==> config.mk <==
export PLATFORM = sky130hd
export DESIGN_NAME = tstamp_timer
export DESIGN_NICKNAME = d
export VERILOG_FILES = /design/src/rtl/tstamp_pkg.sv /design/src/rtl/tstamp_cfg.sv /design/src/rtl/tstamp_presc.sv /design/src/rtl/tstamp_count.sv /design/src/rtl/tstamp_timer.sv
export SDC_FILE = /design/constraint.sdc
export NUM_CORES = 1
export LEC_CHECK = 0
export BUFFER_PORTS_ARGS = -buffer_cell sky130_fd_sc_hd__buf_2
export CAP_MARGIN = 20
export CORE_MARGIN = 5
export CORE_UTILIZATION = 45
export DETAILED_ROUTE_END_ITERATION = 10
export PLACE_DENSITY = 0.66
export RECOVER_POWER = 25
export SYNTH_ARGS = -nofsm -noshare
export SYNTH_HDL_FRONTEND = slang
export SYNTH_SLANG_ARGS = --single-unit
==> constraint.sdc <==
create_clock -name clk -period 4.4 [get_ports clk]
set_input_delay 0.22 -clock clk [delete_from_list [all_inputs] [get_ports clk]]
set_output_delay 0.22 -clock clk [all_outputs]
set_load 0.02 [all_outputs]
==> src/rtl/tstamp_pkg.sv <==
// Package: shared types and codes for the timestamp counter.
// Assumes: source codes are 8 bits wide and codes above SRC_MAX are illegal.
package tstamp_pkg;
    localparam int SRC_W = 8;
    localparam logic [SRC_W-1:0] SRC_NS  = 8'd0;
    localparam logic [SRC_W-1:0] SRC_US  = 8'd1;
    localparam logic [SRC_W-1:0] SRC_MS  = 8'd2;
    localparam logic [SRC_W-1:0] SRC_MAX = SRC_MS;
    localparam int CFG_W = SRC_W + 1;

    typedef struct packed {
        logic             hold;
        logic [SRC_W-1:0] src;
    } tstamp_cfg_t;
endpackage

==> src/rtl/tstamp_cfg.sv <==
// Module: configuration register. Stores the hold bit and source code on a write.
// Assumes: the caller decodes the address; wr_en is one cycle per write.
module tstamp_cfg
    import tstamp_pkg::*;
(
    input  logic             clk,
    input  logic             rst_n,
    input  logic             wr_en,
    input  logic [CFG_W-1:0] wr_data,
    output tstamp_cfg_t      cfg
);
    // Purpose: capture the written configuration, clear it on reset.
    always_ff @(posedge clk) begin
        if (!rst_n)     cfg <= '0;
        else if (wr_en) cfg <= tstamp_cfg_t'(wr_data);
    end

    a_r6_cfg_readback: assert property (@(posedge clk) disable iff (!rst_n)
        wr_en |=> (cfg == tstamp_cfg_t'($past(wr_data))));
endmodule

==> src/rtl/tstamp_presc.sv <==
// Module: timebase prescaler. Raises tick with a step size for the counter.
// Assumes: one clock period is CLK_NS nanoseconds and divides 1000 evenly.
module tstamp_presc
    import tstamp_pkg::*;
#(
    parameter int CLK_NS = 20
) (
    input  logic             clk,
    input  logic             rst_n,
    input  logic [SRC_W-1:0] src,
    input  logic             hold,
    output logic             tick,
    output logic [7:0]       step
);
    localparam int US_DIV = 1000 / CLK_NS;
    localparam int MS_DIV = 1000000 / CLK_NS;
    localparam int DIV_W  = $clog2(MS_DIV);

    logic [DIV_W-1:0] div_q;
    logic [DIV_W-1:0] div_lim;
    logic [SRC_W-1:0] src_prev;
    logic             use_div;
    logic             src_chg;

    // Purpose: choose the divide limit and detect a source change.
    always_comb begin
        use_div = (src == SRC_US) || (src == SRC_MS);
        div_lim = (src == SRC_US) ? DIV_W'(US_DIV - 1) : DIV_W'(MS_DIV - 1);
        src_chg = (src != src_prev);
    end

    // Purpose: run the divider and restart it on hold, change or an idle code.
    always_ff @(posedge clk) begin
        if (!rst_n) begin
            div_q    <= '0;
            src_prev <= '0;
        end else begin
            src_prev <= src;
            if (hold || src_chg || !use_div || div_q == div_lim) div_q <= '0;
            else                                                 div_q <= div_q + 1'b1;
        end
    end

    // Purpose: form the tick and the amount to add.
    always_comb begin
        tick = !hold && ((src == SRC_NS) || (use_div && !src_chg && div_q == div_lim));
        step = (src == SRC_NS) ? 8'(CLK_NS) : 8'd1;
    end

    a_r6_no_tick_illegal: assert property (@(posedge clk) disable iff (!rst_n)
        (src > SRC_MAX) |-> !tick);
    a_r4_us_spacing: assert property (@(posedge clk) disable iff (!rst_n)
        (tick && src == SRC_US) |=> !(tick && src == SRC_US));
    a_r7_restart_on_change: assert property (@(posedge clk) disable iff (!rst_n)
        (src != $past(src) && src != SRC_NS) |-> !tick);
endmodule

==> src/rtl/tstamp_count.sv <==
// Module: the 32-bit timestamp register. It clears while held and adds step on tick.
// Assumes: tick is never raised while hold is set.
module tstamp_count #(
    parameter int CNT_W = 32
) (
    input  logic             clk,
    input  logic             rst_n,
    input  logic             hold,
    input  logic             tick,
    input  logic [7:0]       step,
    output logic [CNT_W-1:0] cnt
);
    // Purpose: hold at zero, or advance modulo 2^CNT_W.
    always_ff @(posedge clk) begin
        if (!rst_n || hold) cnt <= '0;
        else if (tick)      cnt <= cnt + CNT_W'(step);
    end

    a_r2_hold_zero: assert property (@(posedge clk) disable iff (!rst_n)
        hold |=> (cnt == '0));
    a_r6_frozen_no_tick: assert property (@(posedge clk) disable iff (!rst_n)
        (!tick && !hold) |=> $stable(cnt));
    a_r3_ns_step: assert property (@(posedge clk) disable iff (!rst_n)
        (tick && !hold && step == 8'd20) |=> (cnt == $past(cnt) + CNT_W'(20)));
endmodule

==> src/rtl/tstamp_timer.sv <==
// Module: top of the timestamp counter. It decodes the bus and registers read data.
// Assumes: single-cycle rd/wr strobes; the count offset is CFG_OFS + 2.
module tstamp_timer
    import tstamp_pkg::*;
#(
    parameter int ADDR_W  = 4,
    parameter int DATA_W  = 32,
    parameter int CFG_OFS = 0,
    parameter int CLK_NS  = 20
) (
    input  logic              clk,
    input  logic              rst_n,
    input  logic              bus_rd,
    input  logic              bus_wr,
    input  logic [ADDR_W-1:0] bus_addr,
    input  logic [DATA_W-1:0] bus_wdata,
    output logic [DATA_W-1:0] bus_rdata
);
    localparam logic [ADDR_W-1:0] A_CFG = ADDR_W'(CFG_OFS);
    localparam logic [ADDR_W-1:0] A_CNT = ADDR_W'(CFG_OFS + 2);

    tstamp_cfg_t       cfg;
    logic              tick;
    logic [7:0]        step;
    logic [DATA_W-1:0] cnt;
    logic              cfg_wr;

    assign cfg_wr = bus_wr && (bus_addr == A_CFG);

    tstamp_cfg u_cfg (
        .clk(clk), .rst_n(rst_n), .wr_en(cfg_wr),
        .wr_data(bus_wdata[CFG_W-1:0]), .cfg(cfg)
    );

    tstamp_presc #(.CLK_NS(CLK_NS)) u_presc (
        .clk(clk), .rst_n(rst_n), .src(cfg.src), .hold(cfg.hold),
        .tick(tick), .step(step)
    );

    tstamp_count #(.CNT_W(DATA_W)) u_count (
        .clk(clk), .rst_n(rst_n), .hold(cfg.hold), .tick(tick),
        .step(step), .cnt(cnt)
    );

    // Purpose: register the addressed value in one cycle on a read strobe.
    always_ff @(posedge clk) begin
        if (!rst_n) bus_rdata <= '0;
        else if (bus_rd) begin
            case (bus_addr)
                A_CFG:   bus_rdata <= DATA_W'(cfg);
                A_CNT:   bus_rdata <= cnt;
                default: bus_rdata <= '0;
            endcase
        end
    end

    a_r9_count_read: assert property (@(posedge clk) disable iff (!rst_n)
        (bus_rd && bus_addr == A_CNT) |=> (bus_rdata == $past(cnt)));
    a_r9_rdata_holds: assert property (@(posedge clk) disable iff (!rst_n)
        !bus_rd |=> $stable(bus_rdata));
endmodule

* Word-level counts from Yosys, hierarchy flattened
Cells that the tools add are included.
Storage, ports and cells: word-level logic and storage cells 34, register bits 97
Operators by class: add/subtract/negate cells 2, equality and inequality tests 5, reductions and logical operators 17, bitwise gates (word level) 1, muxes and demuxes 3
Operator list (count):
- $pmux W32 S2 | 1
- $add A32 B5 Y32 | 1
- $add A16 B1 Y16 const B | 1
- $eq A16 B16 Y1 | 1
- $mux W16 | 1
- $eq A8 B1 Y1 const B | 1
- $eq A8 B2 Y1 const B | 1
- $logic_not A8 Y1 | 1
- $ne A8 B8 Y1 | 1
- $logic_or A1 B1 Y1 | 6
- $mux W5 | 1
- $eq A4 B2 Y1 const B | 1
- $logic_and A1 B1 Y1 | 4
- $logic_not A1 Y1 | 4
- $logic_not A4 Y1 | 1
- $reduce_or A2 Y1 | 1
- $not A1 Y1 | 1

* Longest topological paths before layout
Gate-level depths: netlist of the first run.
word-level depth 6, mapped depth 12

* Hierarchy
Synthesis of the first run repeated with hierarchy kept, for this count alone.
Unflattened totals: cell total of the unflattened synthesis 506, area total of the unflattened synthesis 4685.7 um^2
By module, submodules not included:
- tstamp_count | times used 1, seq. area each 640.6 um^2, cells each 226, area each 1926.8 um^2
- tstamp_timer | times used 1, seq. area each 640.6 um^2, cells each 123, area each 1285.0 um^2
- tstamp_presc | times used 1, seq. area each 480.5 um^2, cells each 129, area each 1136.1 um^2
- tstamp_cfg | times used 1, seq. area each 180.2 um^2, cells each 28, area each 337.8 um^2

* Worst setup path before layout of the first run
Ideal clock, no wire load.
path kind flip-flop to flip-flop, from register, netlist name u_cfg.cfg[5], to register u_count.cnt[30], arrival time 2.525 ns, setup slack 1.804 ns, period minus slack after synthesis 2.596 ns, setup time 0.070 ns, cell stages (with the launch flop) 12, cells stage by stage dfxtp_1 -> nor4_1 -> and2_1 -> inv_2 -> ha_1 -> ha_1 -> o21a_1 -> o211ai_1 -> a21oi_1 -> nand3_1 -> or4b_1 -> a21oi_1
On the way: longest elaborated chain between the ends 6
Ends and longest elaborated chain:
- parallel branches: the longest is 6 deep, another holds $add A32 B5 Y32
- end signal: assignment | RTL line tstamp_count.sv:16 | else if (tick) cnt <= cnt + CNT_W'(step);
- end: declaration | RTL line tstamp_count.sv:11 | output logic [CNT_W-1:0] cnt
Parallel ways; which one is timed is not known. A chain may end at the register's enable or synchronous reset.

* Worst setup path after layout of the first run
from register, netlist name u_cfg.cfg[1], to register u_count.cnt[30]
On the way: longest elaborated chain between the ends 6
Ends and longest elaborated chain:
- parallel branches: the longest is 6 deep, another holds $add A32 B5 Y32
Parallel ways; which one is timed is not known.

==> metrics.log, run 1 <==
[metrics] run status: complete, but fails checks
[metrics] violated checks: max-capacitance violations, max-slew violations
[metrics] measured slew at the worst slew-check pin: ~1.7 ns
[metrics] hold buffers post-CTS: 0
[metrics] maximum achievable frequency: 312 MHz
[metrics] Fin Clk Skew: 0.00508 ns
[metrics] share of synthesized area spent on multiplexers: 0.00657
[metrics] Layout area overhead: 12.8%
[metrics] number of enable flip-flop cells after synthesis: 0
[metrics] final hold violations: 0
[metrics] most common flop cell mapped by yosys: dfxtp_1
[metrics] number of search-and-repair iterations in the first detailed-routing pass: 4
[metrics] Detail Route Antenna Nets: 0
[metrics] mean number of vias per cell: 5.65
[metrics] setup TNS after final layout: 0 ns
[metrics] number of remaining DRC errors: 0
[metrics] initial cell density of the core: 0.466
[metrics] global placement routability congestion: just over 0.8
[metrics] main combinational cell family by area after synthesis: simple AND/OR/NAND/NOR gates
[metrics] RSZ-0062 raised after global routing: no
[metrics] source-to-sink clock delay at the later pin of the worst-skew pair: 0.36 ns
[metrics] Sequential Power Share: 0.503
[metrics] required time at the endpoint of the critical path: between 4 and 5 ns
[metrics] final critical-path share of the clock period: 0.730
[metrics] basic-gate share of the synthesized area counting and, or, nand and nor cells: 0.287
[metrics] fraction of the mapped netlist area in adder cells: 0.00821
[metrics] CTS H-tree depth: 3
[metrics] crit-path leading delay family: simple AND/OR/NAND/NOR gates
[metrics] CP Class: flop to flop
[metrics] clk sink count: 97
[metrics] warnings from Yosys: 0
[metrics] maximum capacitance violations: 1
[metrics] post-synthesis async set-or-reset flop share: 0
[metrics] number of antenna violations at the first check in global routing: 0
[metrics] synthesized cell area: between 4000 and 5000 um2
[metrics] portion of synthesized cell area occupied by the leading cell type: 0.425
[metrics] max-slew violation count: 52
[metrics] share of total power in the clock network: 0.406
[metrics] switching fraction of total power: 0.239
[metrics] xor-xnor portion of the synthesized cell area: 0.0383
[metrics] Setup crit start kind: flop
[metrics] Data arrival, critical path: between 3 and 4 ns
[metrics] reg2reg start: u_cfg.cfg[1]$_SDFFE_PN0P_
[metrics] Routed Wire Length: 10200 um
[metrics] die footprint: 12300 um2
[metrics] Crit-path slowest cell: or4b_1
[metrics] sequential cell area fraction in the yosys report: 0.425
[metrics] largest net degree at the start of global routing: 65
[metrics] quantity of gates resized following cts: 0
[metrics] global-route usage over all layers: 0.167
[metrics] CTS tree: done
[metrics] Yosys reg bits: 97
[metrics] Hold WC Path Type: input pin to flop
[metrics] Post-Syn Nets: 557
[metrics] worst hold path startpoint: bus_wdata[1]
[metrics] y dimension of the die: 111 um
[metrics] post-route minimum period: 3.21 ns
[metrics] root buf cell: clkbuf_8
[metrics] Crit Path Max Fanout: 9
[metrics] average cell area after synthesis: 8.89 um2
[metrics] worst setup slack after placement: roughly 1.2 ns
[metrics] switching power: 435 uW
[metrics] number of core rows: 36
[metrics] cell accounting for the most synthesized area: dfxtp_1
[metrics] Longest Clk Path Bufs: 2
[metrics] Overflow after GRT: 0
[metrics] boundary pin count: just over 70
[metrics] critical path's largest stage delay: 0.56 ns
[metrics] worst vdd ir: 190 uV
[metrics] critical path, cell by cell: nor4_1 -> and2_1 -> inv_2 -> ha_1 -> ha_1 -> o21a_1 -> o211ai_1 -> a21oi_1 -> nand3_1 -> or4b_1 -> a21oi_1
[metrics] proportion of layout cells with a drive suffix above 1: 0.110
[metrics] clock-pin slew of the registers on the worst-case setup and hold paths: around 0.090 ns
[metrics] internal power: 1.38 mW
[metrics] cells taking the most area after synthesis: dfxtp_1 (42%), a21boi_0 (5.3%), nand3_1 (4.8%)
[metrics] Antenna Cells: 0
[metrics] start point of the critical path: u_cfg.cfg[1]$_SDFFE_PN0P_
[metrics] Compound-Gate Fraction of Synth Area: 0.203
[metrics] endpoints failing setup: 0
[metrics] slack of the critical path: 1.19 ns
[metrics] wire length of the first global-routing pass: 17600 um
[metrics] core area: 9820 um2
[metrics] via count: 3877
[metrics] Setup crit end kind: flop
[metrics] Pleak: 1.79 nW
[metrics] relative contribution of combinational cells to total power: 0.091
[metrics] total setup buffers inserted after CTS: 0
[metrics] post-detailed-route wirelength per cell: 14.8 um
[metrics] width of the die: roughly 110 um
[metrics] Buffers on Ports: 48
[metrics] Synth Instances: 514
[metrics] final net count: about 590
[metrics] number of design-rule violations left by the first detailed-router iteration: 143
[metrics] Pwr per Cell Area: around 350 nW/um2
[metrics] HPWL after detailed placement: 7030 um
[metrics] Yosys cell types: 56
[metrics] CTS buffer count: 9
[metrics] slew margin rel.: -0.159
[metrics] number of global-route vias before repair: 3656
[metrics] Bufs and invs on worst path: 1
final cells by class:
cell class              instances  area (um2)
clock buffers                  10         128
clock inverters                 6         130
fillers                       975        4660
inverters                       8        30.0
multi-input cells             380        2490
flip-flops and latches         97        1940
well taps                     133         166
repair buffers                 52         267
routing by layer:
layer,up-vias,global-route usage,part of all wire
met2,60,0.277,0.48
met4,0,0.0599,0.014
met5,-,0,0
li1,1957,-,-
met3,12,0.0246,0.036
met1,1848,0.221,0.47
final timing paths:
check                                       to  slack, ns  cells past startpoint
hold / removal       u_cfg.cfg[1]$_SDFFE_PN0P_       0.11                      3
setup / recovery  u_count.cnt[30]$_SDFFE_PP0P_       1.19                     11
hold reg to reg      bus_rdata[2]$_SDFFE_PN0P_       0.48                      1
setup reg to reg  u_count.cnt[30]$_SDFFE_PP0P_       1.19                     11
cells in the mapped netlist (6+ instances only):
cell type  instances
or3_1              7
o41ai_1            9
dfxtp_1           97
o21ai_1            6
a22oi_1            9
xor2_1            17
a21boi_0          32
o211a_1            9
nand4_1           19
clkbuf_1          25
nand2_1           38
inv_1              7
a21oi_1           28
nand2b_1          29
o31ai_1            6
and2_1            15
nand3_1           44
or4_1              7
nor2_1            31
nor4_1             6
registers in the layout (all words and copies together) (netlist names):
name,flops
bus_rdata,32
u_count.cnt,32
u_presc.div_q,16
u_cfg.cfg,9
u_presc.src_prev,8
logic make-up (layout without fill, tap and decap cells):
logic type | after synthesis | in the layout
XOR/XNOR | 20 | 20
AO/OA/AOI/OAI | 124 | 124
AND/OR/NAND/NOR | 230 | 230
flip-flops | 97 | 97
buffers and inverters | 37 | 76
multiplexers | 3 | 3
adder cells (fa/ha/maj) | 3 | 3
layout by cell type, fill, tap and decap left out, drive strengths merged, types with 3 or more instances in the layout:
cell type / netlist / layout
and4: 5 / 5
a31o: 4 / 4
bufinv: 0 / 4
o41ai: 9 / 9
ha: 3 / 3
or4b: 5 / 5
clkbuf: 25 / 29
nand2: 38 / 38
mux2i: 3 / 3
nor4: 7 / 7
xnor2: 3 / 3
nor4bb: 3 / 3
nor2: 31 / 31
o31ai: 6 / 6
a22oi: 9 / 9
or4: 8 / 8
and3: 4 / 4
o21a: 3 / 3
inv: 8 / 8
or3: 7 / 7
a211oi: 3 / 3
nor4b: 3 / 3
a21oi: 28 / 28
nand3b: 3 / 3
nand4: 19 / 19
xor2: 17 / 17
buf: 4 / 33
nand3: 44 / 44
nand4bb: 5 / 5
a21boi: 32 / 32
o211a: 9 / 9
o21ai: 8 / 8
nand2b: 29 / 29
and2: 15 / 15
dfxtp: 97 / 97
worst reg2reg max path: cells and delay by family (launching register included):
family	cells	cell delay, ns
simple gates	4	1.25
flops	1	0.54
buf+inv	1	0.12
compound gates	4	0.85
fa+ha+maj	2	0.39
power by group through the flow:
| stage | sequential (mW) | combinational, mW | clock (mW) |
|---|---|---|---|
| after detailed placement | 0.935 | 0.156 | 0 |
| after CTS | 0.914 | 0.157 | 0.757 |
| final | 0.915 | 0.166 | 0.738 |
| after global placement | 0.934 | 0.151 | 0 |
| after global routing | 0.918 | 0.184 | 0.794 |
| after floorplan | 0.929 | 0.118 | 0 |
per-stage QoR:
stage	hold slack (ns)	power [mW]	utilization	std cells	cell area (um2)
2_1_floorplan	0.376	1.05	-	514	4570
3_3_place_gp	0.452	1.09	0.498	669	4890
3_5_place_dp	0.466	1.09	0.498	669	4890
4_1_cts	0.105	1.83	0.525	685	5150
5_1_grt	0.118	1.90	0.525	686	5160
6_report	0.115	1.82	0.525	686	5160
Power figures use the tool's default switching activity.
==> run 2: changes to the inputs <==
--- a/config.mk
+++ b/config.mk
@@ -5,12 +5,13 @@
 export SDC_FILE = /design/constraint.sdc
 export NUM_CORES = 1
 export LEC_CHECK = 0
+export ABC_AREA = 1
 export BUFFER_PORTS_ARGS = -buffer_cell sky130_fd_sc_hd__buf_2
 export CAP_MARGIN = 20
 export CORE_MARGIN = 5
 export CORE_UTILIZATION = 45
 export DETAILED_ROUTE_END_ITERATION = 10
-export PLACE_DENSITY = 0.66
+export PLACE_DENSITY = 0.65
 export RECOVER_POWER = 25
 export SYNTH_ARGS = -nofsm -noshare
 export SYNTH_HDL_FRONTEND = slang
==> constraint.sdc (replaced) <==
create_clock -name clk -period 3.3 [get_ports clk]
set_input_delay 0.165 -clock clk [delete_from_list [all_inputs] [get_ports clk]]
set_output_delay 0.165 -clock clk [all_outputs]
set_load 0.02 [all_outputs]
==> run 2 against run 1 <==
  * The flow still finishes with violations (max-capacitance violations, max-slew violations)
  * Fmax grew 37%
  * Register-to-register slack lost 0.23 ns
  * Area after synthesis rose by 6.9%
  * Count of clock-buffer cells in the layout did not move
  * Utilization is 2.0 points lower
  * Die area increased by 6.2%
  * Worst setup slack worse by 0.23 ns
  * Global-route usage increased by 2.8 points
  * Total power rose by 30%
==> metrics.log, run 2 <==
[metrics] number of design-rule violations left by the first detailed-router iteration: 227 (+59%)
[metrics] Sequential Power Share: 0.524 (+0.021)
[metrics] Yosys reg bits: 97 (unchanged)
[metrics] Detail Route Antenna Nets: 0 (unchanged)
[metrics] clock-pin slew of the registers on the worst-case setup and hold paths: 0.10 ns (about the same)
[metrics] required time at the endpoint of the critical path: 3.63 ns (-1.07 ns)
[metrics] switching power: 676 uW (+55%)
[metrics] switching fraction of total power: 0.287 (+0.0474)
[metrics] Longest Clk Path Bufs: 2 (unchanged)
[metrics] share of total power in the clock network: 0.349 (-0.057)
[metrics] Crit Path Max Fanout: 20 (+11)
[metrics] HPWL after detailed placement: 9070 um (+29%)
[metrics] most common library cells after synthesis: nand2_1 (187), dfxtp_1 (97), inv_1 (95)
[metrics] maximum capacitance violations: 1 (unchanged)
[metrics] Routed Wire Length: 12200 um (+20%)
[metrics] Post-Syn Nets: 764 (+37%)
[metrics] Yosys cell types: 37 (-34%)
[metrics] worst vdd ir: 190 uV (about the same)
[metrics] Pwr per Cell Area: 434 nW/um2 (+23%)
[metrics] wire length of the first global-routing pass: 20400 um (+16%)
[metrics] Setup crit start kind: flop
[metrics] clk sink count: 97 (unchanged)
[metrics] core area: 10700 um2 (+9.4%)
[metrics] number of search-and-repair iterations in the first detailed-routing pass: 5 (+1)
[metrics] via count: 4587 (+18%)
[metrics] critical path, cell by cell: nor2_1 -> inv_1 -> buf_4 -> nor4_1 -> nand2_1 -> o21bai_1 -> a21oi_1
[metrics] warnings from Yosys: 0 (unchanged)
[metrics] number of core rows: 38 (+5.6%)
[metrics] die footprint: 13000 um2 (+6.2%)
[metrics] Antenna Cells: 0 (unchanged)
[metrics] maximum achievable frequency: 428 MHz (+37%)
[metrics] post-route minimum period: 2.34 ns (-0.874 ns)
[metrics] biggest regs: bus_rdata (32), u_count.cnt (32), u_presc.div_q (16)
[metrics] largest net degree at the start of global routing: 65 (unchanged)
[metrics] cell accounting for the most synthesized area: dfxtp_1
[metrics] setup TNS after final layout: 0 ns (unchanged)
[metrics] Fin Clk Skew: 0.0111 ns (+0.00598 ns)
[metrics] endpoints failing setup: 0 (unchanged)
[metrics] synthesized cell area: 4890 um2 (+6.9%)
[metrics] Buffers on Ports: 48 (unchanged)
[metrics] initial cell density of the core: 0.455 (-0.0109)
[metrics] final hold violations: 0 (unchanged)
[metrics] internal power: 1.68 mW (+21%)
[metrics] Pleak: 2.18 nW (+22%)
[metrics] sequential cell area fraction in the yosys report: 0.397 (-0.0273)
[metrics] Overflow after GRT: 0 (unchanged)
[metrics] Setup crit end kind: flop
[metrics] average cell area after synthesis: 6.78 um2 (-24%)
[metrics] most common flop cell mapped by yosys: dfxtp_1
[metrics] Synth Instances: 721 (+40%)
[metrics] global-route usage over all layers: 0.195 (+0.0283)
[metrics] number of enable flip-flop cells after synthesis: 0 (unchanged)
[metrics] total setup buffers inserted after CTS: 0 (unchanged)
[metrics] CTS buffer count: 9 (unchanged)
[metrics] proportion of layout cells with a drive suffix above 1: 0.116 (+0.00588)
[metrics] cell with the most instances after synthesis: nand2_1
[metrics] relative contribution of combinational cells to total power: 0.127 (+0.036)
[metrics] source-to-sink clock delay at the later pin of the worst-skew pair: 0.38 ns (+0.02 ns)
[metrics] cells taking the most area after synthesis: dfxtp_1 (40%), nand2_1 (14%), inv_1 (7.3%)
[metrics] run status: complete, but fails checks
[metrics] Hold WC Path Type: input pin to flop
[metrics] boundary pin count: 72 (unchanged)
[metrics] post-synthesis async set-or-reset flop share: 0 (unchanged)
[metrics] hold buffers post-CTS: 0 (unchanged)
[metrics] Layout area overhead: 11.1%
[metrics] number of remaining DRC errors: 0 (unchanged)
[metrics] slew margin rel.: -0.469 (-0.311)
[metrics] y dimension of the die: 114 um (+3.1%)
[metrics] mean number of vias per cell: 5.06 (-10%)
[metrics] post-detailed-route wirelength per cell: 13.5 um (-9.2%)
[metrics] global placement routability congestion: 0.974 (+21%)
[metrics] number of antenna violations at the first check in global routing: 0 (unchanged)
[metrics] most frequent standard cell in the layout excluding fill and tap cells: nand2_1
[metrics] Data arrival, critical path: 2.66 ns (-0.85 ns)
[metrics] CP Class: flop to flop
[metrics] highest-count cells in the layout ignoring fill and taps: nand2_1 (187), dfxtp_1 (97), inv_1 (95)
[metrics] Post-Route Utilization: 0.505 (-0.0199)
[metrics] root buf cell: clkbuf_8
[metrics] max-slew violation count: 65 (+25%)
[metrics] CTS H-tree depth: 3 (unchanged)
[metrics] critical path's largest stage delay: 0.59 ns (+0.03 ns)
[metrics] number of global-route vias before repair: 4270 (+17%)
[metrics] final critical-path share of the clock period: 0.708 (-0.0216)
[metrics] portion of synthesized cell area occupied by the leading cell type: 0.397 (-0.0273)
[metrics] quantity of gates resized following cts: 0 (unchanged)
[metrics] width of the die: 114 um (+3.1%)
[metrics] final net count: 804 (+36%)
[metrics] RSZ-0062 raised after global routing: no
[metrics] CTS tree: done
[metrics] violated checks: max-capacitance violations, max-slew violations
[metrics] Crit-path slowest cell: nor4_1
[metrics] measured slew at the worst slew-check pin: 2.20 ns (+0.466 ns)
## run 2: routing by layer
metal | vias up | track usage | share of wire
met3 | 14 | 0.0359 | 0.040
li1 | 2410 | - | -
met5 | - | 0 | 0
met1 | 2081 | 0.266 | 0.49
met2 | 82 | 0.309 | 0.45
met4 | 0 | 0.0728 | 0.016
## run 2: layout make-up
| type | instances | area, um2 |
|---|---|---|
| fillers | 1139 | 5320 |
| clock inverters | 6 | 73.8 |
| well taps | 140 | 175 |
| repair buffers | 53 | 272 |
| inverters | 97 | 364 |
| flip-flops and latches | 97 | 1940 |
| multi-input cells | 503 | 2460 |
| clock buffers | 10 | 138 |
## run 2: per-stage QoR
step | setup WS, ns | hold WS, ns | std cells | power [mW] | area [um2]
floorplan | 1.34 | 0.357 | 721 | 1.48 | 4890
global placement | 1.04 | 0.442 | 890 | 1.55 | 5220
detailed placement | 1.03 | 0.452 | 890 | 1.56 | 5220
CTS | 1.00 | 0.0336 | 906 | 2.39 | 5440
global route | 0.724 | 0.0655 | 906 | 2.48 | 5430
finish | 0.964 | 0.0578 | 906 | 2.36 | 5430
## run 2: cells by family after synthesis
logic type | after synthesis | share of synthesized area
DFF | 97 | 0.397
buffers and inverters | 121 | 0.0981
adders and majority gates | 3 | 0.00768
xor gates and xnor gates | 12 | 0.0215
AOI/OAI and AO/OA | 137 | 0.159
and+or+nand+nor | 351 | 0.317
## run 2: path summary, 6_finish.rpt
kind              depth (start not counted)                        endpoint                      start  slack [ns]
setup / recovery                          7    u_presc.div_q[14]$_SDFF_PP0_  u_cfg.cfg[8]$_SDFFE_PN0P_        0.96
hold / removal                            3       u_cfg.cfg[4]$_SDFFE_PN0P_               bus_wdata[4]        0.06
setup reg to reg                          7    u_presc.div_q[14]$_SDFF_PP0_  u_cfg.cfg[8]$_SDFFE_PN0P_        0.96
hold reg to reg                           2  u_presc.src_prev[7]$_SDFF_PN0_  u_cfg.cfg[7]$_SDFFE_PN0P_        0.46
## run 2: worst max-delay path: cells and delay by family, from the launching register on
family | cells | cell delay, ns
AOI/OAI and AO/OA | 2 | 0.40
buffers and inverters | 2 | 0.26
and+or+nand+nor | 3 | 1.24
DFF | 1 | 0.38
## run 2: power groups by stage
stage / logic [mW] / clock network [mW] / registers (mW)
floorplan: 0.203 / 0 / 1.28
global placement: 0.295 / 0 / 1.26
detailed placement: 0.298 / 0 / 1.26
CTS: 0.300 / 0.853 / 1.23
global route: 0.333 / 0.902 / 1.24
finish: 0.299 / 0.822 / 1.23
